### config.mk
export PLATFORM = sky130hd
export DESIGN_NAME = st_te_act_ctrl
export DESIGN_NICKNAME = d
export VERILOG_FILES = /design/src/rtl/st_act_pkg.sv /design/src/rtl/st_any_sig_det.sv /design/src/rtl/st_te_fsm.sv /design/src/rtl/st_te_act_ctrl.sv
export SDC_FILE = /design/constraint.sdc
export NUM_CORES = 1
export LEC_CHECK = 0
export ABC_AREA = 1
export BUFFER_PORTS_ARGS = -buffer_cell sky130_fd_sc_hd__buf_2
export CORE_MARGIN = 4
export CORE_UTILIZATION = 54
export DETAILED_ROUTE_END_ITERATION = 8
export GPL_TIMING_DRIVEN = 0
export PLACE_DENSITY_LB_ADDON = 0.08
export SYNTH_ARGS = -nofsm -noshare
export SYNTH_HDL_FRONTEND = slang
export SYNTH_HIERARCHICAL = 1
export SYNTH_SLANG_ARGS = --single-unit
### constraint.sdc
create_clock -name clk -period 2.5 [get_ports clk]
set_input_delay 0.25 -clock clk [delete_from_list [all_inputs] [get_ports clk]]
set_output_delay 0.25 -clock clk [all_outputs]
set_load 0.01 [all_outputs]
### src/rtl/st_act_pkg.sv
package st_act_pkg;

    typedef enum logic [2:0] {
        ST_IDLE  = 3'd0,
        ST_REQ   = 3'd1,
        ST_HEARD = 3'd2,
        ST_SYNC  = 3'd3,
        ST_UP    = 3'd4
    } te_state_e;

    typedef enum logic [1:0] {
        TX_SILENT  = 2'b00,
        TX_WAKE    = 2'b01,
        TX_FRAMED  = 2'b11
    } tx_sig_e;

    typedef struct packed {
        logic inf0;
        logic inf2;
        logic inf4;
        logic lost;
    } rx_ind_t;

endpackage

### src/rtl/st_any_sig_det.sv
module st_any_sig_det #(
    parameter int WIN_LEN = 48,
    parameter int HIT_CNT = 3
) (
    input  logic clk,
    input  logic rst_n,
    input  logic flush_i,
    input  logic bit_vld_i,
    input  logic bit_mark_i,
    output logic any_sig_o
);
    localparam int CW = $clog2(WIN_LEN + 1);

    logic [WIN_LEN-1:0] win_q;
    logic [CW-1:0]      cnt_q;

    always_ff @(posedge clk or negedge rst_n) begin
        if (!rst_n) begin
            win_q <= '0;
            cnt_q <= '0;
        end else if (flush_i) begin
            win_q <= '0;
            cnt_q <= '0;
        end else if (bit_vld_i) begin
            win_q <= {win_q[WIN_LEN-2:0], bit_mark_i};
            cnt_q <= cnt_q + CW'(bit_mark_i) - CW'(win_q[WIN_LEN-1]);
        end
    end

    assign any_sig_o = (cnt_q >= CW'(HIT_CNT));

    // the running pulse count always equals the pulses held in the window
    a_r3_count_matches: assert property (@(posedge clk) disable iff (!rst_n)
        cnt_q == CW'($countones(win_q)));

    // a flush leaves nothing in the window
    a_r10_flush_empty: assert property (@(posedge clk) disable iff (!rst_n)
        flush_i |=> (cnt_q == '0) && !any_sig_o);

endmodule

### src/rtl/st_te_fsm.sv
module st_te_fsm
    import st_act_pkg::*;
(
    input  logic      clk,
    input  logic      rst_n,
    input  rx_ind_t   rx_i,
    input  logic      any_sig_i,
    input  logic      act_req_i,
    input  logic      deact_req_i,
    output logic      flush_o,
    output logic [2:0] state_o,
    output logic [1:0] tx_o,
    output logic      deact_ind_o
);
    te_state_e state_q, state_d;
    logic      net_deact;
    logic      deact_q;

    // next-state selection
    always_comb begin
        state_d   = state_q;
        net_deact = 1'b0;
        unique case (state_q)
            ST_IDLE: begin
                if (rx_i.inf2 || rx_i.inf4) state_d = ST_SYNC;
                else if (any_sig_i)         state_d = ST_HEARD;
                else if (act_req_i)         state_d = ST_REQ;
            end
            ST_REQ: begin
                if (rx_i.inf2 || rx_i.inf4) state_d = ST_SYNC;
                else if (deact_req_i)       state_d = ST_IDLE;
                else if (any_sig_i)         state_d = ST_HEARD;
            end
            ST_HEARD: begin
                if (rx_i.inf2 || rx_i.inf4) state_d = ST_SYNC;
                else if (deact_req_i)       state_d = ST_IDLE;
            end
            ST_SYNC: begin
                if (rx_i.inf0) begin
                    state_d   = ST_IDLE;
                    net_deact = 1'b1;
                end else if (rx_i.inf4 && !rx_i.lost) begin
                    state_d = ST_UP;
                end
            end
            ST_UP: begin
                if (rx_i.inf0) begin
                    state_d   = ST_IDLE;
                    net_deact = 1'b1;
                end else if (rx_i.lost) begin
                    state_d = ST_SYNC;
                end
            end
            default: state_d = ST_IDLE;
        endcase
    end

    assign flush_o = (state_d == ST_IDLE) && (state_q != ST_IDLE);

    // state register
    always_ff @(posedge clk or negedge rst_n) begin
        if (!rst_n) begin
            state_q <= ST_IDLE;
            deact_q <= 1'b0;
        end else begin
            state_q <= state_d;
            deact_q <= net_deact;
        end
    end

    // outputs
    always_comb begin
        tx_o = TX_SILENT;
        unique case (state_q)
            ST_IDLE:  tx_o = TX_SILENT;
            ST_REQ:   tx_o = TX_WAKE;
            ST_HEARD: tx_o = TX_SILENT;
            ST_SYNC:  tx_o = TX_FRAMED;
            ST_UP:    tx_o = TX_FRAMED;
            default:  tx_o = TX_SILENT;
        endcase
        state_o     = state_q;
        deact_ind_o = deact_q;
    end

    // wake request from idle
    a_r2_idle_to_req: assert property (@(posedge clk) disable iff (!rst_n)
        (state_q == ST_IDLE) && act_req_i && !any_sig_i && !rx_i.inf2 && !rx_i.inf4
        |=> (state_o == 3'd1) && (tx_o == 2'b01));

    // heard line activity while waiting
    a_r3_heard: assert property (@(posedge clk) disable iff (!rst_n)
        ((state_q == ST_IDLE) || (state_q == ST_REQ && !deact_req_i)) && any_sig_i
        && !rx_i.inf2 && !rx_i.inf4 |=> state_o == 3'd2);

    // network framing seen from any pending state
    a_r4_to_sync: assert property (@(posedge clk) disable iff (!rst_n)
        (state_q inside {ST_IDLE, ST_REQ, ST_HEARD}) && (rx_i.inf2 || rx_i.inf4)
        |=> (state_o == 3'd3) && (tx_o == 2'b11));

    // lost framing while up never drops straight to idle
    a_r6_no_drop: assert property (@(posedge clk) disable iff (!rst_n)
        (state_q == ST_UP) && rx_i.lost && !rx_i.inf0 |=> state_o == 3'd3);

    // indication lasts one cycle and only in idle
    a_r7_one_cycle: assert property (@(posedge clk) disable iff (!rst_n)
        deact_ind_o |=> !deact_ind_o);
    a_r7_in_idle: assert property (@(posedge clk) disable iff (!rst_n)
        deact_ind_o |-> state_o == 3'd0);

    // requests in up state have no effect
    a_r9_up_ignores: assert property (@(posedge clk) disable iff (!rst_n)
        (state_q == ST_UP) && !rx_i.inf0 && !rx_i.lost |=> state_o == 3'd4);

endmodule

### src/rtl/st_te_act_ctrl.sv
module st_te_act_ctrl #(
    parameter int WIN_LEN = 48,
    parameter int HIT_CNT = 3
) (
    input  logic       clk,
    input  logic       rst_n,
    input  logic       rx_info0_i,
    input  logic       rx_info2_i,
    input  logic       rx_info4_i,
    input  logic       rx_lost_sync_i,
    input  logic       rx_bit_vld_i,
    input  logic       rx_bit_mark_i,
    input  logic       host_act_req_i,
    input  logic       host_deact_req_i,
    output logic [2:0] state_o,
    output logic [1:0] tx_info_o,
    output logic       deact_ind_o
);
    import st_act_pkg::*;

    rx_ind_t rx_ind;
    logic    any_sig;
    logic    flush;

    assign rx_ind = '{inf0: rx_info0_i, inf2: rx_info2_i,
                      inf4: rx_info4_i, lost: rx_lost_sync_i};

    st_any_sig_det #(.WIN_LEN(WIN_LEN), .HIT_CNT(HIT_CNT)) u_det (
        .clk        (clk),
        .rst_n      (rst_n),
        .flush_i    (flush),
        .bit_vld_i  (rx_bit_vld_i),
        .bit_mark_i (rx_bit_mark_i),
        .any_sig_o  (any_sig)
    );

    st_te_fsm u_fsm (
        .clk         (clk),
        .rst_n       (rst_n),
        .rx_i        (rx_ind),
        .any_sig_i   (any_sig),
        .act_req_i   (host_act_req_i),
        .deact_req_i (host_deact_req_i),
        .flush_o     (flush),
        .state_o     (state_o),
        .tx_o        (tx_info_o),
        .deact_ind_o (deact_ind_o)
    );

    // state code stays in the defined range
    a_r1_code_range: assert property (@(posedge clk) disable iff (!rst_n)
        state_o <= 3'd4);

endmodule

==> flow_metrics.tcl <==
set metrics [dict create \
    antenna_found_initial 0 \
    place_area_sq_um 2990 \
    whs_ps -31.6 \
    intPower_mw 1.99 \
    antenna_left 0 \
    rows 26 \
    rsz0062_at_grt "yes" \
    synth_fp_nets 308 \
    violations "hold timing" \
    synth.top_cell.area_share_pct 51.3 \
    cp.arrival_ps 2430 \
    synthArstFlopShare_pct 100 \
    clkPwrFrac_pct 22.0 \
    num_vias 1920 \
    cp_cell_sequence "inv_1, ha_1, nand3_1, nand2_1, nand2_1, nand2_1, inv_1, nand3_1, nand2_1, inv_1, nor2_2, nand3_1, nor2_4, nor2_4, inv_2, buf_6, buf_6, o22ai_2" \
    synth_area_leader_cell "dfrtp_1" \
    slowest_delay_ps 350 \
    cts_setup_buffers 0 \
    grt_overflow_total 0 \
    dieArea_sq_um 6460 \
    pwr-share-comb_pct 43.3 \
    skew_ps 8.54 \
    crit_slowest_cell "dfrtp_1" \
    die_x_microns 80.4 \
    seq_power_share_pct 34.7 \
    viasPerCell 4.95 \
    max-cap-violations 0 \
    outcome "finished with violations" \
    slew_violations 0 \
    p_leak_nw 1.51 \
    clock_latency_ps 330 \
    synth_cells 287 \
    syn_area_per_cell_sq_um 9.85 \
    fin_nets 334 \
    final_cell_mix "72 x inv_1, 58 x dfrtp_1, 39 x nand2_1" \
    die_h_microns 80.4 \
    h-tree-depth 3 \
    yosys_register_bits 58 \
    cts_root_buffer "clkbuf_8" \
    design_area_sq_um 3180 \
    syn_to_final_growth_pct 12.5 \
    relSlewSlack_pct 52.5 \
    cp-start-kind "flop" \
    fmax_mhz 449 \
    hold_path.class "in2async" \
    tightest_slew_ps 712 \
    clock-sinks 58 \
    drt_iter0_drc 89 \
    io_buffer_count 15 \
    crit_type "reg2reg" \
    hold_viol 50 \
    finalWirelength_microns 4500 \
    period_share_pct 89.0 \
    cts_resized 0 \
    path_clk_slew_ps 70 \
    grt_pass1_wl_microns 8350 \
    layout-drive-gt1-share_pct 25.8 \
    cp_top_family "simple AND/OR/NAND/NOR gates" \
    start_util_pct 55.4 \
    mostFrequentLayoutCell "inv_1" \
    required_ps 2710 \
    firstDrtPassIters 4 \
    synth_ff_type "dfrtp_1" \
    gp_congestion 0.783 \
    yosysWarnings 6 \
    p_switching_mw 1.33 \
    powerDensity_nw_per_um2 1040 \
    cts_buffers 9 \
    holdBufCountCts 0 \
    cpMostUsedCell "nand2_1" \
    dp.final_hpwl_microns 3060 \
    synth_area_sq_um 2830 \
    end_kind "flop" \
    ir_worst_vdd_v 0.000810 \
    synth.distinct_cells 22 \
    grt_pass1_vias 1897 \
    yosysSeqAreaShare_pct 51.3 \
    worstPathMaxFanout 10 \
    core_region_area_sq_um 5110 \
    final.setup.worst_slack_ps 275 \
    drc 0 \
    grt_usage_pct 16.9 \
    setup_viol 0 \
    synth_area_leaders "dfrtp_1 51%, o22ai_2 13%, inv_1 9.6%" \
    wl_per_cell_microns 11.6 \
    setup_tns_ps 0 \
    grt_max_degree 59 \
    synth_edf_count 0 \
    power.share.switching_pct 40.0 \
    cts_max_path_buffers 2 \
    crit_buf_inv 6 \
    pre_cts_slack_ps 117 \
    num_antenna_cells 0 \
    fin_util_pct 62.3 \
    post-route-min-period_ps 2220 \
    cts_tree "built" \
    ioPinCount 16 \
]
## power by group through the flow
stage          logic (mW)  clock network (mW)  registers [mW]
6_report             1.44               0.730            1.15
3_3_place_gp         1.38                   0            1.17
5_1_grt              1.63               0.812            1.17
2_1_floorplan        1.11                   0            1.16
3_5_place_dp         1.40                   0            1.17
4_1_cts              1.41               0.757            1.15
## layout make-up
class,instances,area (sq um)
Tap cell,70,87.6
Multi-Input combinational cell,142,1020
Clock inverter,5,30.0
Inverter,77,289
Clock buffer,11,141
Sequential cell,58,1450
Buffer,10,85.1
Timing Repair Buffer,15,77.6
Fill cell,442,1930
## cells by family (layout without fill, tap and decap cells)
group | count (synthesis) | in the layout | synth area share [%]
adders and majority gates | 11 | 11 | 5.13
buffers and inverters | 87 | 118 | 12.9
AOI/OAI and AO/OA | 59 | 59 | 19.2
and+or+nand+nor | 72 | 72 | 11.5
DFF | 58 | 58 | 51.3
## final timing paths
path | startpoint | to | slack, ps | cells after the start
min reg2reg | u_det/cnt_q[4] | u_det/cnt_q[4] | 480 | 2
max | u_det/cnt_q[2] | u_det/win_q[19] | 280 | 18
min in group clk | rx_bit_mark_i | u_det/win_q[0] | 160 | 3
max reg2reg | u_det/cnt_q[2] | u_det/win_q[19] | 280 | 18
max in group asynchronous | rst_n | u_det/win_q[8] | 2050 | 1
min | rst_n | u_det/win_q[21] | -30 | 1
## routing by layer
| layer | global-route usage (%) | routed length [microns] | vias to the layer above |
|---|---|---|---|
| met1 | 23.3 | 2270 | 923 |
| met3 | 6.39 | 116 | 7 |
| met4 | 6.08 | 56 | 0 |
| li1 | - | - | 976 |
| met2 | 24.2 | 2050 | 14 |
| met5 | 0 | 0 | - |
## state kept, by name, indices dropped and copies added, names as in the netlist
signal and flops:
u_det/win_q 48, u_fsm/state_o 3, u_fsm/deact_ind_o 1, u_det/cnt_q 6
## cell usage after synthesis (2+ instances only)
master	n
nor2_2	3
nand3_1	10
a21oi_1	3
o22ai_1	18
buf_6	4
inv_1	72
nand4_1	4
o21ai_0	3
inv_2	4
nor2_1	11
nand3_2	2
o22ai_2	30
dfrtp_1	58
ha_1	10
o21ai_1	5
buf_2	6
nand2_1	39
## stage by stage
stage / hold slack [ps] / power [mW] / instances
floorplan: -45.6 / 2.28 / 287
global placement: 467 / 2.55 / 372
detailed placement: 469 / 2.57 / 372
CTS: 145 / 3.32 / 388
global route: 24.4 / 3.62 / 388
finish: -31.6 / 3.32 / 388
No activity file was read; power rests on OpenSTA's default activity.
